$ cat config.mk
export PLATFORM = sky130hd
export DESIGN_NAME = op_wakeup_tracker
export DESIGN_NICKNAME = d
export VERILOG_FILES = /design/src/rtl/owt_pkg.sv /design/src/rtl/owt_read_slot.sv /design/src/rtl/owt_write_ctr.sv /design/src/rtl/owt_stage_ctl.sv /design/src/rtl/op_wakeup_tracker.sv
export SDC_FILE = /design/constraint.sdc
export NUM_CORES = 1
export LEC_CHECK = 0
export CELL_PAD_IN_SITES_DETAIL_PLACEMENT = 1
export CELL_PAD_IN_SITES_GLOBAL_PLACEMENT = 1
export CORE_MARGIN = 1
export CORE_UTILIZATION = 40
export CTS_CLUSTER_SIZE = 20
export DETAILED_ROUTE_END_ITERATION = 7
export PLACE_DENSITY = 0.82
export RECOVER_POWER = 50
export SLEW_MARGIN = 20
export SYNTH_ARGS = -nofsm -noshare
export SYNTH_HDL_FRONTEND = slang
export SYNTH_SLANG_ARGS = --single-unit
$ cat constraint.sdc
create_clock -name clk -period 6.3 [get_ports clk]
set_input_delay 1.26 -clock clk [delete_from_list [all_inputs] [get_ports clk]]
set_output_delay 1.26 -clock clk [all_outputs]
set_load 0.05 [all_outputs]
$ cat src/rtl/owt_pkg.sv
package owt_pkg;

    typedef enum logic [2:0] {
        ST_EMPTY   = 3'd0,
        ST_WAITING = 3'd1,
        ST_READY   = 3'd2,
        ST_RUNNING = 3'd3,
        ST_DONE    = 3'd4
    } stage_e;

endpackage

$ cat src/rtl/owt_read_slot.sv
module owt_read_slot #(
    parameter int LATW = 8,
    parameter int PCW  = 3
) (
    input  logic            clk,
    input  logic            rst_n,
    input  logic            load,
    input  logic [PCW-1:0]  load_pend,
    input  logic            note,
    input  logic [LATW-1:0] note_lat,
    input  logic [LATW-1:0] note_adv,
    input  logic            tick,
    output logic            pend_nz,
    output logic            rdy_q,
    output logic            rdy_nxt
);
    localparam int DLYW = LATW + 1;
    localparam logic [DLYW-1:0] SENT = '1;

    logic [PCW-1:0]  pend_q, pend_n;
    logic [DLYW-1:0] tot_q, tot_n;
    logic [DLYW-1:0] left_q, left_n;
    logic            rdy_n;

    logic signed [LATW+1:0] diff;
    logic [DLYW-1:0]        dly;
    logic [DLYW-1:0]        mx;

    // delay = max(0, latency - read advance), advance is signed
    always_comb begin
        diff = $signed({2'b00, note_lat})
             - $signed({note_adv[LATW-1], note_adv[LATW-1], note_adv});
        dly  = diff[LATW+1] ? '0 : diff[DLYW-1:0];
        mx   = (dly > tot_q) ? dly : tot_q;
    end

    always_comb begin
        pend_n = pend_q;
        tot_n  = tot_q;
        left_n = left_q;
        rdy_n  = rdy_q;
        if (load) begin
            pend_n = load_pend;
            tot_n  = '0;
            if (load_pend == '0) begin
                left_n = '0;
                rdy_n  = 1'b1;
            end else begin
                left_n = SENT;
                rdy_n  = 1'b0;
            end
        end else if (note) begin
            pend_n = pend_q - 1'b1;
            tot_n  = mx;
            if (pend_q == PCW'(1)) begin
                left_n = mx;
                rdy_n  = (mx == '0);
            end
        end else if (tick) begin
            if (pend_q != '0 && tot_q != '0) begin
                tot_n = tot_q - 1'b1;
            end else if (left_q != SENT && left_q != '0) begin
                left_n = left_q - 1'b1;
                rdy_n  = (left_q == DLYW'(1));
            end
        end
    end

    always_ff @(posedge clk or negedge rst_n) begin
        if (!rst_n) begin
            pend_q <= '0;
            tot_q  <= '0;
            left_q <= SENT;
            rdy_q  <= 1'b0;
        end else begin
            pend_q <= pend_n;
            tot_q  <= tot_n;
            left_q <= left_n;
            rdy_q  <= rdy_n;
        end
    end

    assign pend_nz = (pend_q != '0);
    assign rdy_nxt = rdy_n;

    // a read with producers outstanding has no known count yet
    p_wait_unknown_r4: assert property (@(posedge clk) disable iff (!rst_n)
        (pend_q != '0) |-> (left_q == SENT));

    // a known count never grows except through a reload
    p_left_down_r3: assert property (@(posedge clk) disable iff (!rst_n)
        (!load && pend_q == '0 && left_q != SENT) |=> (left_q <= $past(left_q)));

endmodule

$ cat src/rtl/owt_write_ctr.sv
module owt_write_ctr #(
    parameter int LATW = 8,
    parameter int CW   = 16
) (
    input  logic                 clk,
    input  logic                 rst_n,
    input  logic                 load,
    input  logic [LATW-1:0]      load_val,
    input  logic                 dec,
    output logic signed [CW-1:0] wr_q
);
    localparam logic signed [CW-1:0] UNKNOWN = '1;

    always_ff @(posedge clk or negedge rst_n) begin
        if (!rst_n) begin
            wr_q <= UNKNOWN;
        end else if (load) begin
            wr_q <= $signed(CW'(load_val));
        end else if (dec && wr_q != UNKNOWN) begin
            wr_q <= wr_q - 1'b1;
        end
    end

    // the write count only moves down once known
    p_wr_no_rise_r7: assert property (@(posedge clk) disable iff (!rst_n)
        (!load && wr_q != UNKNOWN) |=> ($signed(wr_q) <= $signed($past(wr_q))));

endmodule

$ cat src/rtl/owt_stage_ctl.sv
module owt_stage_ctl
    import owt_pkg::*;
#(
    parameter int LATW = 8,
    parameter int CW   = 16,
    parameter int TOKW = 6
) (
    input  logic            clk,
    input  logic            rst_n,
    input  logic            disp,
    input  logic [TOKW-1:0] disp_token,
    input  logic [LATW-1:0] disp_lat,
    input  logic            disp_partial,
    input  logic            issue,
    input  logic            tick,
    input  logic            note,
    input  logic            note_ok,
    input  logic [CW-1:0]   older_left,
    input  logic            rd_all_nxt,
    output stage_e          stage_o,
    output logic [LATW-1:0] exec_left_o,
    output logic [LATW-1:0] lat_o,
    output logic [TOKW-1:0] token_o,
    output logic            err_o,
    output logic            rd_load,
    output logic            rd_note,
    output logic            rd_tick,
    output logic            wr_load,
    output logic            wr_dec
);
    stage_e          stage_q, stage_n;
    logic [LATW-1:0] exec_q, exec_n;
    logic [LATW-1:0] lat_q;
    logic            part_q;
    logic [TOKW-1:0] tok_q;
    logic            err_q, err_n;

    logic multi;
    logic acc_disp, acc_issue, acc_note, acc_tick;
    logic pok_disp, pok_held;

    function automatic logic partial_ok(input logic part, input logic [CW-1:0] older,
                                        input logic [LATW-1:0] lat);
        partial_ok = !part || ((older != '1) && (older < CW'(lat)));
    endfunction

    always_comb begin
        multi     = ($countones({disp, issue, tick, note}) > 1);
        acc_disp  = disp  && !multi && (stage_q == ST_EMPTY);
        acc_issue = issue && !multi && (stage_q == ST_READY);
        acc_note  = note  && !multi && (stage_q == ST_WAITING) && note_ok;
        acc_tick  = tick  && !multi;
        err_n     = err_q || multi
                  || (disp  && stage_q != ST_EMPTY)
                  || (issue && stage_q != ST_READY)
                  || (note  && !(stage_q == ST_WAITING && note_ok));
        pok_disp  = partial_ok(disp_partial, older_left, disp_lat);
        pok_held  = partial_ok(part_q, older_left, lat_q);
    end

    // next stage and execution count
    always_comb begin
        stage_n = stage_q;
        exec_n  = exec_q;
        unique case (stage_q)
            ST_EMPTY: begin
                if (acc_disp)
                    stage_n = (rd_all_nxt && pok_disp) ? ST_READY : ST_WAITING;
            end
            ST_WAITING: begin
                if (acc_tick && rd_all_nxt && pok_held)
                    stage_n = ST_READY;
            end
            ST_READY: begin
                if (acc_issue) begin
                    exec_n  = lat_q;
                    stage_n = (lat_q == '0) ? ST_DONE : ST_RUNNING;
                end
            end
            ST_RUNNING: begin
                if (acc_tick) begin
                    exec_n = exec_q - 1'b1;
                    if (exec_q == LATW'(1))
                        stage_n = ST_DONE;
                end
            end
            ST_DONE: begin
                stage_n = ST_DONE;
            end
            default: begin
                stage_n = ST_EMPTY;
            end
        endcase
    end

    // state register
    always_ff @(posedge clk or negedge rst_n) begin
        if (!rst_n) begin
            stage_q <= ST_EMPTY;
            exec_q  <= '0;
            lat_q   <= '0;
            part_q  <= 1'b0;
            tok_q   <= '0;
            err_q   <= 1'b0;
        end else begin
            stage_q <= stage_n;
            exec_q  <= exec_n;
            err_q   <= err_n;
            if (acc_disp) begin
                lat_q  <= disp_lat;
                part_q <= disp_partial;
                tok_q  <= disp_token;
            end
        end
    end

    // outputs
    always_comb begin
        stage_o     = stage_q;
        exec_left_o = exec_q;
        lat_o       = lat_q;
        token_o     = tok_q;
        err_o       = err_q;
        rd_load     = acc_disp;
        rd_note     = acc_note;
        rd_tick     = acc_tick && (stage_q == ST_WAITING);
        wr_load     = acc_issue;
        wr_dec      = acc_tick && (stage_q == ST_RUNNING);
    end

    // protocol error is sticky
    p_err_sticky_r9: assert property (@(posedge clk) disable iff (!rst_n)
        err_q |=> err_q);

    // the cycle that raises the error applies no transition
    p_err_freeze_r10: assert property (@(posedge clk) disable iff (!rst_n)
        $rose(err_q) |-> (stage_q == $past(stage_q)));

    // completion is final until reset
    p_done_hold_r8: assert property (@(posedge clk) disable iff (!rst_n)
        (stage_q == ST_DONE) |=> (stage_q == ST_DONE));

    // waiting is entered only from empty
    p_wait_entry_r2: assert property (@(posedge clk) disable iff (!rst_n)
        (stage_q == ST_WAITING) |-> ($past(stage_q) == ST_EMPTY || $past(stage_q) == ST_WAITING));

endmodule

$ cat src/rtl/op_wakeup_tracker.sv
module op_wakeup_tracker
    import owt_pkg::*;
#(
    parameter int NSRC = 2,
    parameter int LATW = 8,
    parameter int CW   = 16,
    parameter int PCW  = 3,
    parameter int TOKW = 6,
    localparam int SLOTW = (NSRC > 1) ? $clog2(NSRC) : 1
) (
    input  logic                 clk,
    input  logic                 rst_n,
    input  logic                 disp_valid,
    input  logic [TOKW-1:0]      disp_token,
    input  logic [LATW-1:0]      disp_lat,
    input  logic                 disp_partial,
    input  logic [NSRC*PCW-1:0]  disp_pend,
    input  logic [CW-1:0]        older_left,
    input  logic                 issue_valid,
    input  logic                 tick,
    input  logic                 note_valid,
    input  logic [SLOTW-1:0]     note_slot,
    input  logic [LATW-1:0]      note_lat,
    input  logic [LATW-1:0]      note_adv,
    output logic [2:0]           stage,
    output logic                 ready,
    output logic [LATW-1:0]      exec_left,
    output logic [CW-1:0]        wr_left,
    output logic [TOKW-1:0]      token,
    output logic [NSRC-1:0]      src_ready,
    output logic                 proto_err
);
    stage_e              stage_s;
    logic [LATW-1:0]     lat_s;
    logic [NSRC-1:0]     pend_nz;
    logic [NSRC-1:0]     rdy_nxt;
    logic                note_ok;
    logic                rd_load, rd_note, rd_tick, wr_load, wr_dec;
    logic signed [CW-1:0] wr_s;

    always_comb begin
        note_ok = 1'b0;
        for (int s = 0; s < NSRC; s++) begin
            if (note_slot == SLOTW'(s))
                note_ok = pend_nz[s];
        end
    end

    owt_stage_ctl #(.LATW(LATW), .CW(CW), .TOKW(TOKW)) u_ctl (
        .clk         (clk),
        .rst_n       (rst_n),
        .disp        (disp_valid),
        .disp_token  (disp_token),
        .disp_lat    (disp_lat),
        .disp_partial(disp_partial),
        .issue       (issue_valid),
        .tick        (tick),
        .note        (note_valid),
        .note_ok     (note_ok),
        .older_left  (older_left),
        .rd_all_nxt  (&rdy_nxt),
        .stage_o     (stage_s),
        .exec_left_o (exec_left),
        .lat_o       (lat_s),
        .token_o     (token),
        .err_o       (proto_err),
        .rd_load     (rd_load),
        .rd_note     (rd_note),
        .rd_tick     (rd_tick),
        .wr_load     (wr_load),
        .wr_dec      (wr_dec)
    );

    for (genvar s = 0; s < NSRC; s++) begin : g_src
        owt_read_slot #(.LATW(LATW), .PCW(PCW)) u_rd (
            .clk      (clk),
            .rst_n    (rst_n),
            .load     (rd_load),
            .load_pend(disp_pend[s*PCW +: PCW]),
            .note     (rd_note && (note_slot == SLOTW'(s))),
            .note_lat (note_lat),
            .note_adv (note_adv),
            .tick     (rd_tick),
            .pend_nz  (pend_nz[s]),
            .rdy_q    (src_ready[s]),
            .rdy_nxt  (rdy_nxt[s])
        );
    end

    owt_write_ctr #(.LATW(LATW), .CW(CW)) u_wr (
        .clk     (clk),
        .rst_n   (rst_n),
        .load    (wr_load),
        .load_val(lat_s),
        .dec     (wr_dec),
        .wr_q    (wr_s)
    );

    assign stage   = stage_s;
    assign ready   = (stage_s == ST_READY);
    assign wr_left = wr_s;

    // the ready stage is only held with every source woken
    p_ready_reads_r11: assert property (@(posedge clk) disable iff (!rst_n)
        (stage_s == ST_READY) |-> (&src_ready));

    // once issued, write counter and execution counter agree
    p_run_match_r6: assert property (@(posedge clk) disable iff (!rst_n)
        (stage_s == ST_RUNNING || stage_s == ST_DONE) |-> (wr_left == CW'(exec_left)));

endmodule

* Word level (Yosys, flattened, before mapping)
Index checks and enable logic that the tools add are counted.
** Word-level totals
- Register bits after elaboration :: 87
- Logic and storage cells :: 179
** Cells by class
- $add $sub $neg :: 12
- Eq/ne operators :: 23
- Reduce and logical (&&, ||, !) cells :: 66
- Order comparisons :: 5
- Multiplexer cells :: 57
- Bitwise gates (word level) :: 1
** Operators with widths (count)
- two-way mux 9 bit :: 25
- nonzero test 9 bit :: 4
- subtractor 9 x 1 -> 9 bit, second input constant :: 4
- adder 32 bit :: 1
- greater-than comparator 32 x 2 -> 1 bit, second input constant :: 1
- less-than comparator 16 x 8 -> 1 bit :: 2
- two-way mux 16 bit :: 2
- two-way mux 3 bit :: 10
- nonzero test 3 bit :: 9
- logical AND 1 bit :: 26
- equality test 9 x 1 -> 1 bit, second input constant :: 2
- greater-than comparator 9 bit :: 2
- zero test 9 bit :: 2
- inequality test 9 bit, second input constant :: 2
- two-way mux 8 bit :: 2
- inequality test 16 x 1 -> 1 bit, second input constant :: 1
- inequality test 16 bit, second input constant :: 1
- one-hot mux 8 bit (2 select lines) :: 1
- subtractor 16 x 1 -> 16 bit, second input constant :: 1
- two-way mux 1 bit :: 15
- one-hot mux 3 bit (5 select lines) :: 1
- subtractor 9 x 8 -> 10 bit :: 1
- equality test 3 x 1 -> 1 bit, second input constant :: 3
- zero test 3 bit :: 3
- 21 further kinds :: 43

* Longest topological paths before layout
Gate-level depths: netlist (run 1).
- Depth after elaboration :: 15
- Depth in mapped cells :: 21
- Depth with buffers taken out :: 19

* Cells and area by module
A second synthesis (run 1) with hierarchy kept.
** Second synthesis, totals
- Cell total of the unflattened synthesis :: 961
- Area, all modules :: 7880.1 um^2
** Modules (own cells, without submodules)
- owt_read_slot (g_src[1].u_rd) :: seq. area each 561.8 um^2, area each 2527.4 um^2, cells each 325, instances 1
- owt_read_slot (g_src[0].u_rd) :: seq. area each 561.8 um^2, area each 2493.6 um^2, cells each 309, instances 1
- owt_stage_ctl :: seq. area each 675.6 um^2, area each 1884.3 um^2, cells each 226, instances 1
- owt_write_ctr :: seq. area each 420.4 um^2, area each 929.6 um^2, cells each 96, instances 1
- op_wakeup_tracker :: seq. area each 0.0 um^2, area each 45.0 um^2, cells each 5, instances 1

* Worst setup path before layout (run 1)
OpenSTA, ideal clock, no wires.
- Kind :: in2reg
- Start point :: in note_adv[6]
- End point :: reg u_ctl.stage_q[1] (netlist: u_ctl.stage_o[1])
- Path slack :: 1164 ps
- Arrival time :: 5015 ps
- Stages :: 18
- Cell sequence :: inv_1 > ha_1 > a21o_1 > a221oi_4 > a21oi_1 > or2_1 > clkbuf_1 > nor2_1 > ha_1 > a21oi_1 > a21oi_1 > a211oi_1 > o31a_1 > o211a_4 > mux2_4 > o211a_1 > nor4b_4 > a22o_1
** On the way
- Longest elaborated chain between the ends :: 13
- Elaborated cells on any way between the ends :: 23
** RTL lines
- start, declared :: RTL line op_wakeup_tracker.sv:24 : input logic [LATW-1:0] note_adv,
- subtractor 9 x 8 -> 10 bit * :: RTL line owt_read_slot.sv:32 : - $signed({note_adv[LATW-1], note_adv[LATW-1], note_adv});
- two-way mux 9 bit * :: RTL line owt_read_slot.sv:33 : dly = diff[LATW+1] ? '0 : diff[DLYW-1:0];
- greater-than comparator 9 bit :: RTL line owt_read_slot.sv:34 : mx = (dly > tot_q) ? dly : tot_q;
- two-way mux 9 bit * :: RTL line owt_read_slot.sv:34
- zero test 9 bit * :: RTL line owt_read_slot.sv:57 : rdy_n = (mx == '0);
- two-way mux 1 bit * :: RTL line owt_read_slot.sv:55 : if (pend_q == PCW'(1)) begin
- two-way mux 1 bit * :: RTL line owt_read_slot.sv:52 : end else if (note) begin
- two-way mux 1 bit * :: RTL line owt_read_slot.sv:42 : if (load) begin
- net g_src[1].u_rd.rdy_nxt :: RTL line owt_read_slot.sv:15 : output logic rdy_nxt
- AND reduction 2 bit * :: RTL line op_wakeup_tracker.sv:61 : .rd_all_nxt (&rdy_nxt),
- logical AND 1 bit, on equally long branches :: RTL line owt_stage_ctl.sv:68, owt_stage_ctl.sv:71
- two-way mux 2 bit / logical AND 1 bit (equally long branches) :: RTL line owt_stage_ctl.sv:68, owt_stage_ctl.sv:71
- two-way mux 3 bit / inequality test 2 bit (equally long branches)
- one-hot mux 3 bit (5 select lines) / AND reduction 5 bit (equally long branches)
- end signal, assigned :: RTL line owt_stage_ctl.sv:106 : stage_q <= stage_n;
- end, declared :: RTL line owt_stage_ctl.sv:31 : stage_e stage_q, stage_n;
The timed path passes the listed nets; every way through them passes the cells marked *. The select of a mux whose other input is x is not followed.
A chain may end at the register's enable or synchronous reset.

* Worst setup path after layout (run 1)
- Start point :: in note_adv[6]
- End point :: reg u_ctl.stage_q[0] (netlist: u_ctl.stage_o[0])
The elaborated chain is that of the path after synthesis.

==> results_dict.tcl, run 1 <==
set metrics [dict create \
    run_status "finished, violations left" \
    failed_checks "capacitance limit, slew limit" \
    drt_first_iter_violations 428 \
    timing.critical_path.cells "clkdlybuf4s50_1, inv_1, ha_1, a21o_1, a221oi_4, a21oi_1, or2_1, nor2_1, ha_1, nand2_1, a21oi_1, a211oi_1, o31a_1, o211a_4, mux2_4, o211a_1, nor4b_4, nand2_1, a21o_1" \
    max-cap-violations 2 \
    total_switching_power_uw 2040 \
    synth_edf_count 0 \
    ff_latch_area_um2 2220 \
    grt_util_all_layers_pct 26.2 \
    floorplan.io_pins 97 \
    drc_errors 0 \
    dieHeight_um 133 \
    maxClockFrequency_mhz 176 \
    first_global_vias 7168 \
    timing.critical_path.from_type "input pin" \
    layout-drive-gt1-share_pct 9.13 \
    yosys_reg_bits 87 \
    max-vdd-ir-drop_mv 0.262 \
    full_die_area_um2 17800 \
    synth_fp_nets 972 \
    setup_viol 0 \
    grt_use_met3_pct 3.39 \
    placement.io_buffers 96 \
    global_route.usage.met1_pct 33.6 \
    route.detailed.wl_per_inst_um 18.9 \
    max_slew.worst_pin.slew_ps 2690 \
    grt.overflow.total 0 \
    clkTransAtPathRegs_ps 70 \
    critical-path-slowest-cell "clkdlybuf4s50_1" \
    clock_tree.htree_level_count 3 \
    postRouteAntennaNets 0 \
    grt_setup_unrepaired "false" \
    finish.net_count 1069 \
    coreArea_um2 16700 \
    final_max_slew_viol_count 90 \
    finalWirelength_mm 22.2 \
    timing.critical_path.fanout_max 13 \
    timing.rr.start "u_ctl.stage_o[0]" \
    clock_sink_count 87 \
    postPlaceCellArea_um2 8170 \
    syn-instance-count 851 \
    post-route-period-util_pct 90.0 \
    post_synth_xor_area_fraction_pct 2.92 \
    p_sw_share_pct 49.9 \
    synth_adder_area_share_pct 11.3 \
    grtUsageMet2_pct 44.8 \
    postSynth.topFlopCell "dfrtp_1" \
    floorplan.die.width_um 133 \
    post_synth_num_cell_types 71 \
    finalPower_uw 4090 \
    setup.worst_path.class "input pin to register" \
    postCtsSetupBuffers 0 \
    worstPathRequired_ps 6560 \
    synthSimpleGateAreaFrac_pct 24.1 \
    detailedPlace.worstSlack_ps 265 \
    fin_crit_ps 5670 \
    ctsRootBufferMaster "clkbuf_16" \
    ctsLongestPathBuffers 2 \
    crit_start "note_adv[6]" \
    hold_violations 0 \
    critical_path.endpoint_type "register" \
    fin_worst_hold_slack_ps 478 \
    critical-path-max-stage-delay_ps 450 \
    drt-vias-per-instance 5.92 \
    worst_hold_path.num_cells 2 \
    crit_end "u_ctl.stage_o[0]" \
    grt_max_degree 47 \
    synthMuxAreaShare_pct 2.55 \
    gp_routability_congestion 0.890 \
    final.fill_count 2043 \
    synthesis.area_per_instance_um2 8.12 \
    synth_sequential_area_ratio_pct 32.1 \
    reg2reg_setup_slack_ps 2770 \
    power.share.combinational_pct 57.6 \
    r2r-end "u_ctl.stage_o[0]" \
    tritoncts.num_buffers 9 \
    route.vias.total 6941 \
    netlist_area_um2 6910 \
    synth_compound_gate_area_share_pct 21.8 \
    worst_slack_ps 633 \
    worst_skew_pair.late_latency_ps 360 \
    placementRows 47 \
    tritoncts "done" \
    area_used_by_multi_input_combinational_logic_um2 4320 \
    p_leak_uw 0.00356 \
    grt_most_used_layer "met2" \
    ys_warn_count 0 \
    antenna_violations_before_repair 0 \
    grt_pass1_wl_mm 37.2 \
    synth_top_family_by_area "simple AND/OR/NAND/NOR gates" \
    ctsHoldBuffers 0 \
    power_density_nw_per_um2 484 \
    power_report.internal_total_uw 2050 \
    starting_density_of_the_core_pct 41.4 \
    pwr-share-clk_pct 13.6 \
    crit_arrival_ps 5920 \
    clock_skew_ps 5.04 \
    setup_total_negative_slack_ps 0 \
    seq_power_share_pct 28.9 \
    postLayoutCellArea_um2 8450 \
    cts_resized 0 \
    slew-limit-headroom_pct -79.0 \
    dpl.hpwl_mm 16.7 \
    flow.area_growth_from_synthesis_pct 22.4 \
    asyncSetResetFlopFracSynth_pct 100 \
    min-delay-path-class "register to register" \
    firstDrtPassIters 5 \
    reg2reg_depth 10 \
    hold_path.startpoint "u_ctl.token_o[3]" \
    num_antenna_cells 0 \
]
synthesized netlist by cell type (12+ instances only):
master    instances  area share, %
nor4_1           18            1.6
nand2b_1         12            1.1
nor3_1           31            2.2
a21oi_1          52            3.8
ha_1             59             11
dfrtp_1          53             19
o21ai_0          58            4.2
nand4_1          16            1.4
nand2_1          83            4.5
dfstp_2          34             13
mux2i_1          15            2.2
a211oi_1         14            1.5
nor2_1           98            5.3
xnor2_1          18            2.3
inv_1            63            3.4
clkbuf_1         24            1.3
nand3_1          22            1.6
cell type report:
cell class	count	share of cell area (%)
tap	220	3.26
timing repair buffer	117	13.1
clock buffer	11	3.00
sequential	87	26.3
inverter	63	2.80
multi-input combinational	670	51.1
clock inverter	5	0.444
power groups by stage:
stage / Combinational (µW) / Clock [µW] / Sequential [µW]
global placement: 2280 / 0 / 1170
floorplan: 1420 / 0 / 1370
finish: 2360 / 555 / 1180
detailed placement: 2350 / 0 / 1180
global route: 2590 / 584 / 1220
CTS: 2380 / 561 / 1180
layer usage:
metal / wire length, µm / up-vias
met5: 0 / -
met4: 485 / 0
met3: 838 / 41
met2: 11000 / 178
met1: 9850 / 3451
li1: - / 3271
how the worst min path moves through the flow:
stage,to,slack [ps]
floorplan,u_ctl.part_q,450
global placement,u_ctl.token_o[3],460
detailed placement,u_ctl.token_o[0],470
CTS,g_src[0].u_rd.left_q[1],490
global route,u_ctl.token_o[3],510
finish,u_ctl.token_o[3],480
kinds of logic after synthesis:
logic type / after synthesis
multiplexers: 17
buffers and inverters: 94
AND/OR/NAND/NOR: 340
AO/OA/AOI/OAI: 229
flip-flops: 87
XOR/XNOR: 23
adder cells (fa/ha/maj): 61
cells in the final DEF (no fill, tap or decap), drive strengths merged, types with 10 or more instances in the layout:
master,instances
a211oi,14
buf,20
clkbuf,13
nand2,83
xnor2,18
dfstp,34
inv,67
nor4,18
mux2i,15
o21ai,70
ha,59
a21o,10
dfrtp,53
nor2,99
dlygate4sd3,18
nand3,22
clkdlybuf4s50,77
nand4,16
a21oi,53
nor3,31
nand2b,12
worst max-delay path, delay by kind of cell:
family | cells | cell delay (ps)
AOI/OAI and AO/OA | 9 | 2100
adders and majority gates | 2 | 670
buffers and inverters | 2 | 490
muxes | 1 | 180
and+or+nand+nor | 5 | 1220
sequential cells by signal (all words and copies together) (netlist names):
name,count
g_src.u_rd.left_q,18
g_src.u_rd.tot_q,18
u_wr.wr_q,16
u_ctl.exec_left_o,8
u_ctl.lat_o,8
g_src.u_rd.pend_q,6
u_ctl.token_o,6
u_ctl.stage_o,3
g_src.u_rd.rdy_q,2
u_ctl.err_o,1
u_ctl.part_q,1
through the flow:
stage | cells | utilization, %
6_report | 1173 | 50.6
5_1_grt | 1173 | 50.6
4_1_cts | 1173 | 50.7
3_5_place_dp | 1157 | 48.9
3_3_place_gp | 1157 | 48.9
2_1_floorplan | 851 | -
No activity file was read; power rests on OpenSTA's default activity.
==> run 2: changes to the inputs <==
Clock period 6.3 ns to 6.5 ns, I/O delays scaled along.
==> run 2 against run 1 <==
The run still ends with capacitance limit, slew limit left. Routed wire length is 1.8% lower. Final area is 0.10% higher. Die area stayed put. Setup slack better by 20 ps. Power is 2.4% lower. Critical endpoint unchanged. Largest power group unchanged.
==> results_dict.tcl, run 2 (synthesis results as in run 1) <==
set metrics [dict create \
    postRouteAntennaNets 0 \
    finish.net_count 1065 \
    worstPathRequired_ps 6740 \
    failed_checks "capacitance limit, slew limit" \
    grt_pass1_wl_mm 36.1 \
    grt_setup_unrepaired "false" \
    full_die_area_um2 17800 \
    min-delay-path-class "register to register" \
    timing.critical_path.from_type "input pin" \
    timing.critical_path.fanout_max 13 \
    drt_first_iter_violations 395 \
    dieHeight_um 133 \
    timing.rr.start "u_ctl.stage_o[0]" \
    clock_skew_ps 7.60 \
    p_leak_uw 0.00357 \
    grt.overflow.total 0 \
    run_status "finished, violations left" \
    worst-path-buf-inv 2 \
    coreArea_um2 16700 \
    starting_density_of_the_core_pct 41.4 \
    fin_crit_ps 5850 \
    layout-drive-gt1-share_pct 8.75 \
    placementRows 47 \
    reg2reg_depth 11 \
    antenna_violations_before_repair 0 \
    floorplan.io_pins 97 \
    reg2reg_setup_slack_ps 2930 \
    gp_routability_congestion 0.866 \
    ctsLongestPathBuffers 2 \
    floorplan.die.width_um 133 \
    max-vdd-ir-drop_mv 0.263 \
    drc_errors 0 \
    clkTransAtPathRegs_ps 70 \
    drt-vias-per-instance 5.84 \
    worstHoldEndpoint "u_ctl.token_o[1]" \
    dpl.hpwl_mm 16.6 \
    worst_hold_path.num_cells 2 \
    route.detailed.wl_per_inst_um 18.6 \
    power_density_nw_per_um2 472 \
    clock_sink_count 87 \
    first_global_vias 7156 \
    hold_path.startpoint "u_ctl.token_o[1]" \
    r2r-end "u_ctl.stage_o[0]" \
    worst_skew_pair.late_latency_ps 360 \
    clock_tree.htree_level_count 3 \
    tritoncts "done" \
    final_common_cell "nor2_1" \
    setup_total_negative_slack_ps 0 \
    grt_max_degree 67 \
    placement.io_buffers 96 \
    max-cap-violations 1 \
    cp_top_family "compound AO/OA/AOI/OAI gates" \
    postCtsSetupBuffers 0 \
    setup_viol 0 \
    finalWirelength_mm 21.8 \
    hold_violations 0 \
    critical-path-slowest-cell "clkdlybuf4s50_1" \
    reg_top3 "g_src.u_rd.left_q (18), g_src.u_rd.tot_q (18), u_wr.wr_q (16)" \
    slew-limit-headroom_pct -135 \
    ctsHoldBuffers 0 \
    critical_path.endpoint_type "register" \
    num_antenna_cells 0 \
    max_slew.worst_pin.slew_ps 3520 \
    firstDrtPassIters 5 \
    final_max_slew_viol_count 67 \
    cts_resized 0 \
    flow.area_growth_from_synthesis_pct 22.5 \
    final_cell_mix "98 x nor2_1, 83 x nand2_1, 77 x clkdlybuf4s50_1" \
    critical-path-max-stage-delay_ps 560 \
    grt_util_all_layers_pct 25.4 \
    timing.critical_path.cells "clkdlybuf4s50_1, inv_1, ha_1, and3_1, a221oi_4, a21oi_1, or2_1, nor2_1, ha_1, nand3_1, a21oi_1, a211oi_1, o31a_1, o211a_4, mux2_4, o211a_1, nor4b_4, nand2_1, a21o_1" \
    post-route-period-util_pct 89.9 \
    route.vias.total 6825 \
    setup.worst_path.class "input pin to register" \
    detailedPlace.worstSlack_ps 322 \
    worst_slack_ps 653 \
    ctsRootBufferMaster "clkbuf_16" \
    tritoncts.num_buffers 9 \
    crit_arrival_ps 6090 \
    maxClockFrequency_mhz 171 \
]
-- run 2: cell count changes in the layout (fill, tap and decap cells not counted) --
cell | before | now
buf_4 | 20 | 16
clkbuf_16 | 10 | 12
clkinvlp_4 | 1 | 0
inv_4 | 2 | 1
inv_6 | 2 | 1
inv_8 | 0 | 1
-- run 2: metal layers --
metal | track usage [%] | vias to the layer above | wire (µm)
met1 | 32.3 | 3343 | 9750
met3 | 2.93 | 42 | 812
met4 | 11.5 | 0 | 608
met2 | 43.1 | 177 | 10600
li1 | - | 3263 | -
met5 | 0 | - | 0
-- run 2: report_power, final --
group / leakage (µW) / internal, µW / total [µW] / switching, µW
Clock: 0.000164 / 334 / 574 / 240
Combinational: 0.00238 / 860 / 2280 / 1420
Sequential: 0.00102 / 839 / 1150 / 307
Total: 0.00357 / 2030 / 4000 / 1960
-- run 2: cell type report --
type | count | area [µm²]
well taps | 220 | 275
multi-input cells | 670 | 4320
flip-flops and latches | 87 | 2220
repair buffers | 113 | 1080
fillers | 2023 | 8240
clock buffers | 13 | 304
inverters | 63 | 236
clock inverters | 3 | 26.3
-- run 2: through the flow --
stage / power (µW) / hold WS (ps) / util (%) / cells / cell area [µm²]
6_report: 4000 / 477 / 50.7 / 1169 / 8460
3_3_place_gp: 3340 / 459 / 48.7 / 1153 / 8140
5_1_grt: 4290 / 506 / 50.7 / 1169 / 8460
3_5_place_dp: 3420 / 471 / 48.7 / 1153 / 8140
4_1_cts: 4020 / 488 / 50.7 / 1169 / 8470
2_1_floorplan: 2700 / 446 / - / 851 / 6910
-- run 2: worst reg2reg max path: cells and delay by family (launching register included) --
kind	cells	cell delay, ps
AND/OR/NAND/NOR	5	1500
flip-flops	1	550
buffers and inverters	2	410
AO/OA/AOI/OAI	4	1010
-- run 2: how the worst max path moves through the flow --
| stage | start | end | cells past startpoint |
|---|---|---|---|
| final | note_adv[7] | u_ctl.stage_o[0] | 19 |
| after floorplan | note_adv[6] | u_ctl.stage_o[1] | 18 |
| after global routing | note_adv[7] | u_ctl.stage_o[0] | 19 |
| after global placement | note_adv[6] | u_ctl.stage_o[1] | 18 |
| after detailed placement | note_adv[7] | u_ctl.stage_o[0] | 19 |
| after CTS | note_adv[7] | u_ctl.stage_o[0] | 19 |
